$ cat config.mk
export PLATFORM = sky130hd
export DESIGN_NAME = kbd_matrix_scanner
export DESIGN_NICKNAME = d
export VERILOG_FILES = /design/src/rtl/kbd_scan_pkg.sv /design/src/rtl/kbd_scan_ctr.sv /design/src/rtl/kbd_key_encoder.sv /design/src/rtl/kbd_serializer.sv /design/src/rtl/kbd_matrix_scanner.sv
export SDC_FILE = /design/constraint.sdc
export NUM_CORES = 1
export LEC_CHECK = 0
export BUFFER_PORTS_ARGS = -buffer_cell sky130_fd_sc_hd__buf_2
export CAP_MARGIN = 20
export CELL_PAD_IN_SITES_DETAIL_PLACEMENT = 1
export CELL_PAD_IN_SITES_GLOBAL_PLACEMENT = 1
export CORE_ASPECT_RATIO = 1.2
export CORE_MARGIN = 4
export CORE_UTILIZATION = 40
export CTS_BUF_LIST = sky130_fd_sc_hd__clkbuf_8
export DETAILED_ROUTE_END_ITERATION = 7
export PLACE_DENSITY_LB_ADDON = 0.1
export SKIP_CTS_REPAIR_TIMING = 1
export SLEW_MARGIN = 20
export SYNTH_ARGS = -nofsm -noshare
export SYNTH_HDL_FRONTEND = slang
export SYNTH_SLANG_ARGS = --single-unit
export TNS_END_PERCENT = 5
$ cat constraint.sdc
create_clock -name clk -period 1.91 [get_ports clk]
set_clock_uncertainty 0.15 [all_clocks]
set_input_delay 0.382 -clock clk [delete_from_list [all_inputs] [get_ports clk]]
set_output_delay 0.382 -clock clk [all_outputs]
set_load 0.03 [all_outputs]
$ cat src/rtl/kbd_scan_pkg.sv
package kbd_scan_pkg;
  typedef enum logic [1:0] {
    ST_SCAN     = 2'd0,
    ST_SEND     = 2'd1,
    ST_WAIT_FIG = 2'd2,
    ST_HOLD     = 2'd3
  } scan_st_e;

  localparam int CODE_W = 7;
  localparam int BCD_W  = 4;
  localparam logic [CODE_W-1:0] DIGIT_CODE_PLAIN = 7'h41;
  localparam logic [CODE_W-1:0] DIGIT_CODE_DP    = 7'h43;
endpackage

$ cat src/rtl/kbd_scan_ctr.sv
module kbd_scan_ctr #(
  parameter int COLS = 4,
  parameter int ROWS = 8,
  localparam int CW = $clog2(COLS),
  localparam int RW = $clog2(ROWS),
  localparam int IW = CW + RW
) (
  input  logic            clk,
  input  logic            rst,
  input  logic            restart,
  input  logic            advance,
  input  logic [ROWS-1:0] row_in,
  output logic [IW-1:0]   idx,
  output logic [COLS-1:0] col_drive,
  output logic            row_hit
);
  always_ff @(posedge clk) begin
    if (rst || restart) idx <= '0;
    else if (advance)   idx <= idx + 1'b1;
  end

  for (genvar g = 0; g < COLS; g++) begin : g_col
    assign col_drive[g] = (idx[IW-1:RW] == CW'(g));
  end

  assign row_hit = row_in[idx[RW-1:0]];
endmodule

$ cat src/rtl/kbd_key_encoder.sv
module kbd_key_encoder
  import kbd_scan_pkg::*;
#(
  parameter int IW     = 5,
  parameter int DIGITS = 10,
  parameter int DP_IDX = 10
) (
  input  logic [IW-1:0]     idx,
  input  logic              dp_seen,
  output logic [CODE_W-1:0] code,
  output logic [BCD_W-1:0]  bcd,
  output logic              is_digit,
  output logic              is_dp
);
  always_comb begin
    is_digit = (int'(idx) < DIGITS);
    is_dp    = (idx == IW'(DP_IDX));
    bcd      = BCD_W'(idx);
    if (is_digit) code = dp_seen ? DIGIT_CODE_DP : DIGIT_CODE_PLAIN;
    else          code = CODE_W'({idx, 1'b1});
  end
endmodule

$ cat src/rtl/kbd_serializer.sv
module kbd_serializer #(
  parameter int W = 7,
  localparam int LW = $clog2(W + 1)
) (
  input  logic         clk,
  input  logic         flush,
  input  logic         load,
  input  logic [W-1:0] data,
  input  logic [LW-1:0] len,
  output logic         kd_n,
  output logic         active
);
  logic [W-1:0]  sr;
  logic [LW-1:0] rem;

  always_ff @(posedge clk) begin
    if (flush) begin
      kd_n <= 1'b1;
      sr   <= '0;
      rem  <= '0;
    end else if (load) begin
      kd_n <= ~data[0];
      sr   <= data >> 1;
      rem  <= len - 1'b1;
    end else if (rem != '0) begin
      kd_n <= ~sr[0];
      sr   <= sr >> 1;
      rem  <= rem - 1'b1;
    end else begin
      kd_n <= 1'b1;
    end
  end

  assign active = (rem != '0);
endmodule

$ cat src/rtl/kbd_matrix_scanner.sv
module kbd_matrix_scanner
  import kbd_scan_pkg::*;
#(
  parameter int COLS   = 4,
  parameter int ROWS   = 8,
  parameter int DIGITS = 10,
  parameter int DP_IDX = 10
) (
  input  logic            clk,
  input  logic            rst,
  input  logic            clr_n,
  input  logic            busy,
  input  logic            tf_n,
  input  logic [ROWS-1:0] row_in,
  output logic [COLS-1:0] col_drive,
  output logic            kd_n
);
  localparam int IW = $clog2(COLS) + $clog2(ROWS);
  localparam int LW = $clog2(CODE_W + 1);

  scan_st_e          st, after_st;
  logic              dp_seen;
  logic [IW-1:0]     idx;
  logic              row_hit, advance, flush, load, active;
  logic              is_digit, is_dp;
  logic [CODE_W-1:0] key_code, load_data;
  logic [BCD_W-1:0]  bcd;
  logic [LW-1:0]     load_len;
  logic              take_key, take_fig;

  assign flush    = rst || !clr_n;
  assign take_key = (st == ST_SCAN) && !busy && row_hit;
  assign take_fig = (st == ST_WAIT_FIG) && !tf_n;
  assign advance  = (st == ST_SCAN) && !busy && !row_hit;
  assign load     = take_key || take_fig;

  always_comb begin
    if (take_fig) begin
      load_data = CODE_W'(bcd);
      load_len  = LW'(BCD_W);
    end else begin
      load_data = key_code;
      load_len  = LW'(CODE_W);
    end
  end

  kbd_scan_ctr #(.COLS(COLS), .ROWS(ROWS)) u_ctr (
    .clk(clk), .rst(rst), .restart(!clr_n), .advance(advance),
    .row_in(row_in), .idx(idx), .col_drive(col_drive), .row_hit(row_hit)
  );

  kbd_key_encoder #(.IW(IW), .DIGITS(DIGITS), .DP_IDX(DP_IDX)) u_enc (
    .idx(idx), .dp_seen(dp_seen), .code(key_code), .bcd(bcd),
    .is_digit(is_digit), .is_dp(is_dp)
  );

  kbd_serializer #(.W(CODE_W)) u_ser (
    .clk(clk), .flush(flush), .load(load), .data(load_data),
    .len(load_len), .kd_n(kd_n), .active(active)
  );

  always_ff @(posedge clk) begin
    if (flush) begin
      st       <= ST_SCAN;
      after_st <= ST_HOLD;
      dp_seen  <= 1'b0;
    end else begin
      case (st)
        ST_SCAN: if (take_key) begin
          st       <= ST_SEND;
          after_st <= is_digit ? ST_WAIT_FIG : ST_HOLD;
          if (is_dp) dp_seen <= 1'b1;
        end
        ST_SEND: if (!active) st <= after_st;
        ST_WAIT_FIG: if (take_fig) begin
          st       <= ST_SEND;
          after_st <= ST_HOLD;
        end
        default: if (!row_hit) st <= ST_SCAN;
      endcase
    end
  end
endmodule

==> results of run 1 <==
-- where the power goes --
group          switching (uW)  total [uW]  internal, uW
Clock                     149         294           145
Combinational             119         239           120
Sequential               14.0         421           407
-- per-stage QoR --
step | TNS (ns) | util, %
2_1_floorplan | -0.0946 | -
5_1_grt | -0.692 | 56.6
3_5_place_dp | -0.141 | 53.6
3_3_place_gp | 0 | 53.6
6_report | -0.0931 | 56.6
4_1_cts | -0.251 | 55.2
-- layout make-up --
type	instances	area (um2)	share of cell area, %
timing repair buffer	42	280	17.1
clock inverter	1	5.00	0.306
inverter	5	18.8	1.15
sequential	19	389	23.8
clock buffer	3	41.3	2.52
tap	34	42.5	2.60
multi-input combinational	108	858	52.5
-- cell families (layout without fill, tap and decap cells) --
kind of cell | after synthesis | in the layout
simple gates | 50 | 50
compound gates | 35 | 35
flops | 19 | 19
buf+inv | 15 | 51
mux | 13 | 13
fa+ha+maj | 7 | 7
xor+xnor | 3 | 3
-- routing by layer --
layer  GRT usage (%)  routed length [um]  up-vias
met5               0                   0        -
met4            7.93                  44        0
met3            1.86                  82        6
met2            35.8                1840       18
met1            21.1                1470      555
li1                -                   -      572
-- worst paths after layout --
path,start,end,cells past startpoint
worst max-delay path,u_ctr.idx[1]$_SDFFE_PP0P_,u_ser.rem[2]$_SDFFE_PP0P_,7
worst min register to register,u_ser.sr[5]$_SDFFE_PP0P_,u_ser.sr[5]$_SDFFE_PP0P_,2
worst max register to register,u_ctr.idx[1]$_SDFFE_PP0P_,u_ser.rem[2]$_SDFFE_PP0P_,7
worst min-delay path,u_ser.sr[5]$_SDFFE_PP0P_,u_ser.sr[5]$_SDFFE_PP0P_,2
-- worst max-delay path, cell delays in order (launching register included) --
cell	delay, ns
dfxtp_4	0.38
mux2i_2	0.17
o32ai_4	0.39
o21ba_4	0.27
o21ai_2	0.07
ha_2	0.20
a21o_1	0.16
a21oi_2	0.10
-- flip-flops by register name (all words and copies together) (netlist names) --
name / flops
u_ctr.idx: 5
dp_seen: 1
u_ser.rem: 3
st: 2
u_ser.sr: 6
after_st: 1
u_ser.kd_n: 1
-- cell usage in the layout (no fill, tap or decap), drive strengths merged, types with 3 or more instances in the layout --
cell and instances:
a211oi 8, a21oi 7, buf 42, clkbuf 3, dfxtp 19, ha 7
inv 5, mux2i 11, nand2 13, nand2b 5, nand3 3, nor2 13
nor2b 4, nor4 3, o21ai 7, or3 3, xnor2 3
==> key figures, run 1 <==
Status
  – Result of the run: complete, but fails checks
  – Failing checks: setup timing

Floorplan
  – Ports: 18
  – Num rows: 21
  – Die span in x: 58.8 um
  – Die ar.: 0.00406 mm2
  – Die H: 69.0 um
  – Starting Density: 42.9%
  – Core area: 0.00289 mm2

Timing
  – RSZ-0062 raised after global routing: yes
  – Setup-failing EPs final: 6
  – Fin crit share: 102%
  – Final WS setup: -0.0456 ns
  – Slew headroom: 71.7%
  – WHS: 0.323 ns
  – Worst-margin pin slew: 0.421 ns
  – Tmin final: 1.96 ns
  – Final Hold Viols: 0
  – Pins over their slew limit: 0
  – Peak Freq: 0.511 GHz

Final layout
  – Share of cells above drive strength 1: 39.3%
  – Final Cell Area: 0.00164 mm2
  – Synthesis-to-layout area growth: 31.9%
  – Fin cells: 212
  – Antenna Diode Count: 0
  – Fillers: 357
  – # nets final: 199

Global route
  – Overall Global Routing Usage: 18.8%
  – Grt ovf: 0
  – Pin count of the biggest net entering global routing: 12
  – Vias in the first global route: 1,261
  – First-pass GRT wire length: 5710 um
  – Initial antenna violation count: 0

Clock tree
  – # clock sinks: 19
  – H-tree level count: 1
  – Num CTS Buffers: 3
  – Max Buffers Root-to-Sink: 2
  – CTS tree: yes
  – Root Driver: clkbuf_8
  – Skew-Pair Late Insertion Delay: 0.26 ns
  – Clock-pin slew on the worst setup and hold paths: 0.08 ns

Synthesis
  – Seq cells post-synth: 19
  – Seq/Total Area, Yosys: 30.7%
  – Syn_area_per_cell: 8.73 um2
  – Most frequent cell after synthesis: dfxtp_1
  – Post-Synth XOR/XNOR Area: 2.12%
  – Mux cell area share after synthesis: 11.7%
  – Commonest cells post-synth: 19 x dfxtp_1, 13 x nand2_1, 13 x nor2_1
  – Yosys warning total: 0
  – Mapped Cells: 142
  – Complex-gate fraction of the synthesized area: 22.0%
  – Post-synth EDFFs: 0
  – Largest cells by area after synthesis: dfxtp_1 31%, mux2i_1 8.1%, ha_1 7.1%, nand2_1 3.9%, nor2_1 3.9%
  – Synth async-reset ratio: 0%
  – Simple-Gate Fraction of Synth Area: 19.5%
  – Most used DFF post-synth: dfxtp_1
  – Adder-Cell Fraction of Synth Area: 7.06%
  – Syn nets: 162
  – Synth cell types: 39
  – Synthesized cell area: 0.00124 mm2
  – Share of the synthesized area in the top cell type: 30.7%
  – Main combinational cell family by area after synthesis: compound AO/OA/AOI/OAI gates
  – Synth area leader: dfxtp_1

Power
  – Tot Pwr: 955 uW
  – Leakage: 0.000660 uW
  – Cell Pwr Density: 584 mW/mm2
  – Maximum VDD drop: 0.000353 V

Placed design
  – Dpl ws: -0.0687 ns
  – Placed cell count: 207
  – DP Area: 0.00155 mm2
  – Port Buffer Count: 17
  – Hpwl dp: 2680 um
  – Final GP Congestion: 0.804

Critical path
  – CP Class: flip-flop to flip-flop
  – Crit path capture type: flip-flop
  – Critical Path Source Type: flip-flop
  – Critical Path RT: 1.96 ns
  – CP Data Arrival Time: 2.01 ns
  – CP Max Fanout: 7
  – Flop2flop setup slack: -0.05 ns

Flow run
  – Maxcap violations: 0

Drt
  – WL per Instance: 16.2 um
  – Post-DRT Antenna Nets: 0
  – DRC: 0
  – DRT iter0 DRCs: 28
  – Total number of vias: 1,151
  – Mean number of vias per cell: 5.43
  – Post-Route WL: 3440 um
  – Drt pass-1 iters: 4

Min path
  – Type of the most critical hold path: flip-flop to flip-flop
Note: power is estimated with default switching activity, not from simulation.
==> run 2: changes to the inputs <==
==> constraint.sdc (replaced) <==
create_clock -name clk -period 1.91 [get_ports clk]
set_clock_uncertainty 0.15 [all_clocks]
set_input_delay 0 -clock clk [delete_from_list [all_inputs] [get_ports clk]]
set_output_delay 0 -clock clk [all_outputs]
set_load 0.03 [all_outputs]
==> run 2 against run 1 <==
Effect of this change:
- the run ends with hold timing, setup timing left
- sequential power hardly changed
- clock power is 2% higher
- maximum frequency is 1.2% higher
- total power is 1.3% higher
- non-clock buffer count is 2 higher
- flip-flop and latch count stayed put
- largest power group unchanged
==> key figures, run 2 (same netlist as run 1, synthesis figures left out) <==
Status
  – Result of the run: complete, but fails checks
  – Failing checks: hold timing, setup timing

Critical path
  – Flop2flop setup slack: -0.02 ns (+0.02 ns)
  – Crit path capture type: flip-flop
  – FF-to-FF path depth: 5 (-2)
  – CP Class: flip-flop to flip-flop
  – Critical Path Source Type: flip-flop
  – CP Data Arrival Time: 1.96 ns (-0.05 ns)
  – Worst R2R End: u_ser.sr[0]$_SDFFE_PP0P_
  – CP Max Fanout: 6 (-1)
  – Critical Path RT: 1.94 ns (-0.02 ns)
  – Critical R2R Launch: u_ctr.idx[1]$_SDFFE_PP0P_

Power
  – Maximum VDD drop: 0.000366 V (+3.8%)
  – Clock power share: 30.9% (about the same)
  – Leakage: 0.000674 uW (+2.1%)
  – Sw Ratio: 30.1% (+0.55 points)
  – Int Power: 676 uW (+0.48%)
  – Sw power: 291 uW (+3.2%)
  – Tot Pwr: 967 uW (+1.3%)
  – Combinational Power Share: 25.5% (+0.5 points)
  – Seq pwr share: 43.6% (-0.5 points)
  – Cell Pwr Density: 584 mW/mm2 (about the same)

Global route
  – Pin count of the biggest net entering global routing: 12 (unchanged)
  – Vias in the first global route: 1,284 (+1.8%)
  – Grt ovf: 0 (unchanged)
  – Overall Global Routing Usage: 19.8% (+0.93 points)
  – First-pass GRT wire length: 5970 um (+4.5%)
  – Initial antenna violation count: 0 (unchanged)

Placed design
  – Hpwl dp: 2750 um (+2.6%)
  – Placed cell count: 207 (unchanged)
  – Port Buffer Count: 17 (unchanged)
  – Final GP Congestion: 0.776 (-3.4%)

Timing
  – Tmin final: 1.93 ns (-0.0229 ns)
  – Slew headroom: 71.3% (-0.42 points)
  – Final Hold Viols: 1 (+1)
  – Setup-failing EPs final: 2 (-4)
  – Worst-margin pin slew: 0.427 ns (+0.00626 ns)
  – Fin crit share: 101% (-1.2 points)
  – Peak Freq: 0.517 GHz (+1.2%)
  – RSZ-0062 raised after global routing: yes
  – Final WS setup: -0.0227 ns (+0.0229 ns)
  – Pins over their slew limit: 0 (unchanged)
  – WHS: -0.00513 ns (-0.328 ns)
  – Setup_tns: -0.0306 ns (+0.0625 ns)

Floorplan
  – Die ar.: 0.00406 mm2 (unchanged)
  – Die H: 69.0 um (unchanged)
  – Num rows: 21 (unchanged)
  – Starting Density: 42.9% (unchanged)
  – Core area: 0.00289 mm2 (unchanged)
  – Ports: 18 (unchanged)
  – Die span in x: 58.8 um (unchanged)

Min path
  – HP Start: tf_n
  – Type of the most critical hold path: primary input to flip-flop
  – Hold depth: 4 (+2)
  – Hold endpoint: after_st[0]$_SDFFE_PP1P_

Final layout
  – Most common cell after layout, fill and taps aside: buf_4
  – Share of cells above drive strength 1: 40.0% (+0.67 points)
  – # nets final: 201 (+1.0%)
  – Top reg by flops: u_ser.sr
  – Largest registers: u_ser.sr: 6 flops, u_ctr.idx: 5 flops, u_ser.rem: 3 flops
  – Commonest non-fill, non-tap cells in the layout: 25 x buf_4, 17 x buf_2, 16 x dfxtp_1
  – Fin cells: 214 (+0.94%)
  – Antenna Diode Count: 0 (unchanged)
  – Max reg flops: 6 (unchanged)
  – Synthesis-to-layout area growth: 33.5%

Clock tree
  – Root Driver: clkbuf_8
  – Max Buffers Root-to-Sink: 2 (unchanged)
  – Clock-pin slew on the worst setup and hold paths: 0.08 ns (about the same)
  – Skew-Pair Late Insertion Delay: 0.26 ns (about the same)
  – # clock sinks: 19 (unchanged)
  – CTS tree: yes
  – Num CTS Buffers: 3 (unchanged)
  – H-tree level count: 1 (unchanged)

Flow run
  – Maxcap violations: 0 (unchanged)

Drt
  – Post-Route WL: 3790 um (+10%)
  – Post-DRT Antenna Nets: 0 (unchanged)
  – Total number of vias: 1,179 (+2.4%)
  – Drt pass-1 iters: 4 (unchanged)
  – WL per Instance: 17.7 um (+9.2%)
  – Mean number of vias per cell: 5.51 (+1.5%)
  – DRC: 0 (unchanged)
  – DRT iter0 DRCs: 36 (+29%)
run 2: critical path: stages (launching register included):
cell and delay [ns]:
dfxtp_4 0.38, mux2i_2 0.17, o32ai_4 0.35, o21ba_4 0.27
mux2_4 0.32, a211oi_2 0.22
run 2: worst max-delay path by stage:
| stage | to | cells after the start | start | slack [ns] |
|---|---|---|---|---|
| after floorplan | u_ser.rem[2]$_SDFFE_PP0P_ | 9 | u_ctr.idx[1]$_SDFFE_PP0P_ | -0.05 |
| after CTS | u_ser.sr[0]$_SDFFE_PP0P_ | 5 | u_ctr.idx[0]$_SDFFE_PP0P_ | -0.10 |
| after global routing | u_ser.sr[1]$_SDFFE_PP0P_ | 6 | u_ctr.idx[0]$_SDFFE_PP0P_ | -0.09 |
| after detailed placement | u_ser.sr[0]$_SDFFE_PP0P_ | 5 | u_ctr.idx[0]$_SDFFE_PP0P_ | -0.08 |
| after global placement | u_ser.sr[0]$_SDFFE_PP0P_ | 5 | u_ctr.idx[0]$_SDFFE_PP0P_ | 0.009 |
| final | u_ser.sr[0]$_SDFFE_PP0P_ | 5 | u_ctr.idx[1]$_SDFFE_PP0P_ | -0.02 |
run 2: area by class of cell:
type | instances | area [um2]
Fill cell | 364 | 1230
Tap cell | 34 | 42.5
Sequential cell | 19 | 389
Clock buffer | 3 | 41.3
Multi-Input combinational cell | 108 | 863
Inverter | 5 | 18.8
Timing Repair Buffer | 44 | 295
Clock inverter | 1 | 5.00
run 2: power by group through the flow:
stage	registers (uW)	logic (uW)	clock network, uW
3_3_place_gp	431	219	0
6_report	422	246	299
3_5_place_dp	432	229	0
5_1_grt	423	268	317
4_1_cts	423	231	302
2_1_floorplan	427	154	0
run 2: layer usage:
layer / part of all wire (%) / up-vias / track usage, % / wire length, um
li1: - / 577 / - / -
met2: 55 / 14 / 39.8 / 2100
met1: 41 / 582 / 21.4 / 1540
met5: 0 / - / 0 / 0
met4: 1.5 / 0 / 5.10 / 55
met3: 2.4 / 6 / 2.23 / 92
run 2: stage by stage:
stage                     cell area (um2)  setup slack, ns  utilization [%]
final                                1660          -0.0227             57.3
after global routing                 1660          -0.0857             57.3
after CTS                            1600           -0.102             55.2
after detailed placement             1550          -0.0797             53.6
after global placement               1550          0.00916             53.6
after floorplan                      1310          -0.0479                -
==> run 3: changes to the inputs <==
Settings changed: HOLD_SLACK_MARGIN set to 0.06.
==> run 3 against run 2 <==
Effect of this change:
- the flow finishes with violations (setup timing)
- non-clock buffer count rose by 3
- sequential power hardly changed
- hold slack improved by 0.068 ns
- routed wire length grew 3.0%
- first-iteration DRC count fell by 14%
- worst setup slack worse by 0.026 ns
- global-route usage did not move
- sequential share of layout area fell by 0.42 points
==> key figures, run 3 (same netlist as run 1, synthesis figures left out) <==
Placed design
  – Final GP Congestion: 0.776 (unchanged)
  – Hpwl dp: 2750 um (unchanged)
  – Placed cell count: 207 (unchanged)
  – Port Buffer Count: 17 (unchanged)
  – DP Area: 0.00155 mm2 (unchanged)

Power
  – Clock power share: 30.5% (-0.4 points)
  – Cell Pwr Density: 576 mW/mm2 (-1.4%)
  – Sw power: 291 uW (-0.11%)
  – Int Power: 680 uW (+0.62%)
  – Sw Ratio: 30.0% (-0.15 points)
  – Tot Pwr: 971 uW (+0.40%)
  – Combinational Power Share: 26.0% (+0.5 points)
  – Leakage: 0.000687 uW (+1.9%)
  – Maximum VDD drop: 0.000384 V (+4.8%)
  – Seq pwr share: 43.5% (about the same)

Drt
  – Post-Route WL: 3900 um (+3.0%)
  – Total number of vias: 1,190 (+0.93%)
  – DRC: 0 (unchanged)
  – Post-DRT Antenna Nets: 0 (unchanged)
  – WL per Instance: 18.0 um (+1.5%)
  – Drt pass-1 iters: 4 (unchanged)
  – Mean number of vias per cell: 5.48 (-0.46%)
  – DRT iter0 DRCs: 31 (-14%)

Timing
  – Setup_tns: -0.0484 ns (-0.0178 ns)
  – RSZ-0062 raised after global routing: yes
  – Peak Freq: 0.511 GHz (-1.3%)
  – Tmin final: 1.96 ns (+0.0256 ns)
  – Worst-margin pin slew: 0.417 ns (-0.00970 ns)
  – Final Hold Viols: 0 (-1)
  – Slew headroom: 71.9% (+0.65 points)
  – WHS: 0.0626 ns (+0.0678 ns)
  – Pins over their slew limit: 0 (unchanged)
  – Final WS setup: -0.0484 ns (-0.0256 ns)
  – Setup-failing EPs final: 1 (-1)
  – Fin crit share: 103% (+1.3 points)

Critical path
  – Critical R2R Launch: u_ctr.idx[1]$_SDFFE_PP0P_
  – Critical Path Source Type: flip-flop
  – CP Data Arrival Time: 1.98 ns (+0.02 ns)
  – FF-to-FF path depth: 5 (unchanged)
  – Crit path capture type: flip-flop
  – Critical path's slowest cell: dfxtp_4
  – Sequence of cells on the critical path: mux2i_2 -> o32ai_4 -> o21ba_4 -> mux2_4 -> a211oi_2
  – CP Max Fanout: 6 (unchanged)
  – CP Class: flip-flop to flip-flop
  – Flop2flop setup slack: -0.05 ns (-0.03 ns)
  – Max incr delay on CP: 0.38 ns (about the same)
  – Worst R2R End: u_ser.sr[0]$_SDFFE_PP0P_
  – Critical Path RT: 1.93 ns (about the same)

Status
  – Failing checks: setup timing
  – Result of the run: complete, but fails checks

Clock tree
  – Root Driver: clkbuf_8
  – # clock sinks: 19 (unchanged)
  – Max Buffers Root-to-Sink: 2 (unchanged)
  – CTS tree: yes
  – H-tree level count: 1 (unchanged)
  – Skew-Pair Late Insertion Delay: 0.26 ns (about the same)
  – Num CTS Buffers: 3 (unchanged)
  – Clock-pin slew on the worst setup and hold paths: 0.08 ns (about the same)

Final layout
  – # nets final: 204 (+1.5%)
  – Most common cell after layout, fill and taps aside: buf_4
  – Fin cells: 217 (+1.4%)
  – Top reg by flops: u_ser.sr
  – Share of cells above drive strength 1: 39.3% (-0.66 points)
  – Synthesis-to-layout area growth: 35.9%
  – Antenna Diode Count: 0 (unchanged)
  – Final Cell Area: 0.00169 mm2 (+1.8%)
  – Largest registers: u_ser.sr: 6 flops, u_ctr.idx: 5 flops, u_ser.rem: 3 flops
  – Max reg flops: 6 (unchanged)
  – Commonest non-fill, non-tap cells in the layout: 25 x buf_4, 17 x buf_2, 16 x dfxtp_1

Floorplan
  – Starting Density: 42.9% (unchanged)
  – Ports: 18 (unchanged)
  – Die ar.: 0.00406 mm2 (unchanged)
  – Num rows: 21 (unchanged)
  – Die H: 69.0 um (unchanged)
  – Die span in x: 58.8 um (unchanged)
  – Core area: 0.00289 mm2 (unchanged)

Global route
  – Vias in the first global route: 1,284 (unchanged)
  – Overall Global Routing Usage: 19.8% (unchanged)
  – First-pass GRT wire length: 5970 um (unchanged)
  – Initial antenna violation count: 0 (unchanged)
  – Grt ovf: 0 (unchanged)
  – Pin count of the biggest net entering global routing: 12 (unchanged)

Min path
  – HP Start: busy
  – Hold endpoint: st[1]$_SDFFE_PP0P_
  – Hold depth: 4 (unchanged)
  – Type of the most critical hold path: primary input to flip-flop

Flow run
  – Maxcap violations: 0 (unchanged)
[run 3: cell count changes in the layout (fill, tap and decap cells not counted)]
cell           previous run  this run
dlygate4sd3_1             0         3
[run 3: cell type report]
| class | count | area [um2] |
|---|---|---|
| clock buffers | 3 | 41.3 |
| clock inverters | 1 | 5.00 |
| fillers | 359 | 1200 |
| inverters | 5 | 18.8 |
| multi-input cells | 108 | 863 |
| flip-flops and latches | 19 | 389 |
| well taps | 34 | 42.5 |
| repair buffers | 47 | 325 |
[run 3: power groups by stage]
stage               clock network [uW]  logic (uW)  registers, uW
floorplan                            0         154            427
global placement                     0         219            431
detailed placement                   0         229            432
CTS                                302         231            423
global route                       319         275            424
finish                             296         252            423
[run 3: worst max path at each step]
stage                                         start                        end  cells after the start
final                     u_ctr.idx[1]$_SDFFE_PP0P_   u_ser.sr[0]$_SDFFE_PP0P_                      5
after global routing      u_ctr.idx[1]$_SDFFE_PP0P_   u_ser.sr[0]$_SDFFE_PP0P_                      5
after CTS                 u_ctr.idx[0]$_SDFFE_PP0P_   u_ser.sr[0]$_SDFFE_PP0P_                      5
after detailed placement  u_ctr.idx[0]$_SDFFE_PP0P_   u_ser.sr[0]$_SDFFE_PP0P_                      5
after global placement    u_ctr.idx[0]$_SDFFE_PP0P_   u_ser.sr[0]$_SDFFE_PP0P_                      5
after floorplan           u_ctr.idx[1]$_SDFFE_PP0P_  u_ser.rem[2]$_SDFFE_PP0P_                      9
[run 3: layer usage]
layer	part of all wire [%]	vias up	track usage (%)	wire, um
met5	0	-	0	0
met4	1.5	0	5.10	57
met3	2.5	6	2.23	99
met2	55	14	39.8	2160
met1	41	584	21.4	1580
li1	-	586	-	-
[run 3: stage by stage]
step	setup slack (ns)	utilization [%]
6_report	-0.0484	58.3
5_1_grt	-0.101	58.3
4_1_cts	-0.102	55.2
3_5_place_dp	-0.0797	53.6
3_3_place_gp	0.00916	53.6
2_1_floorplan	-0.0479	-
[run 3: critical path, delay by kind of cell (launching register included)]
family	cells	cell delay (ns)
compound gates	3	0.85
flops	1	0.38
mux	2	0.49
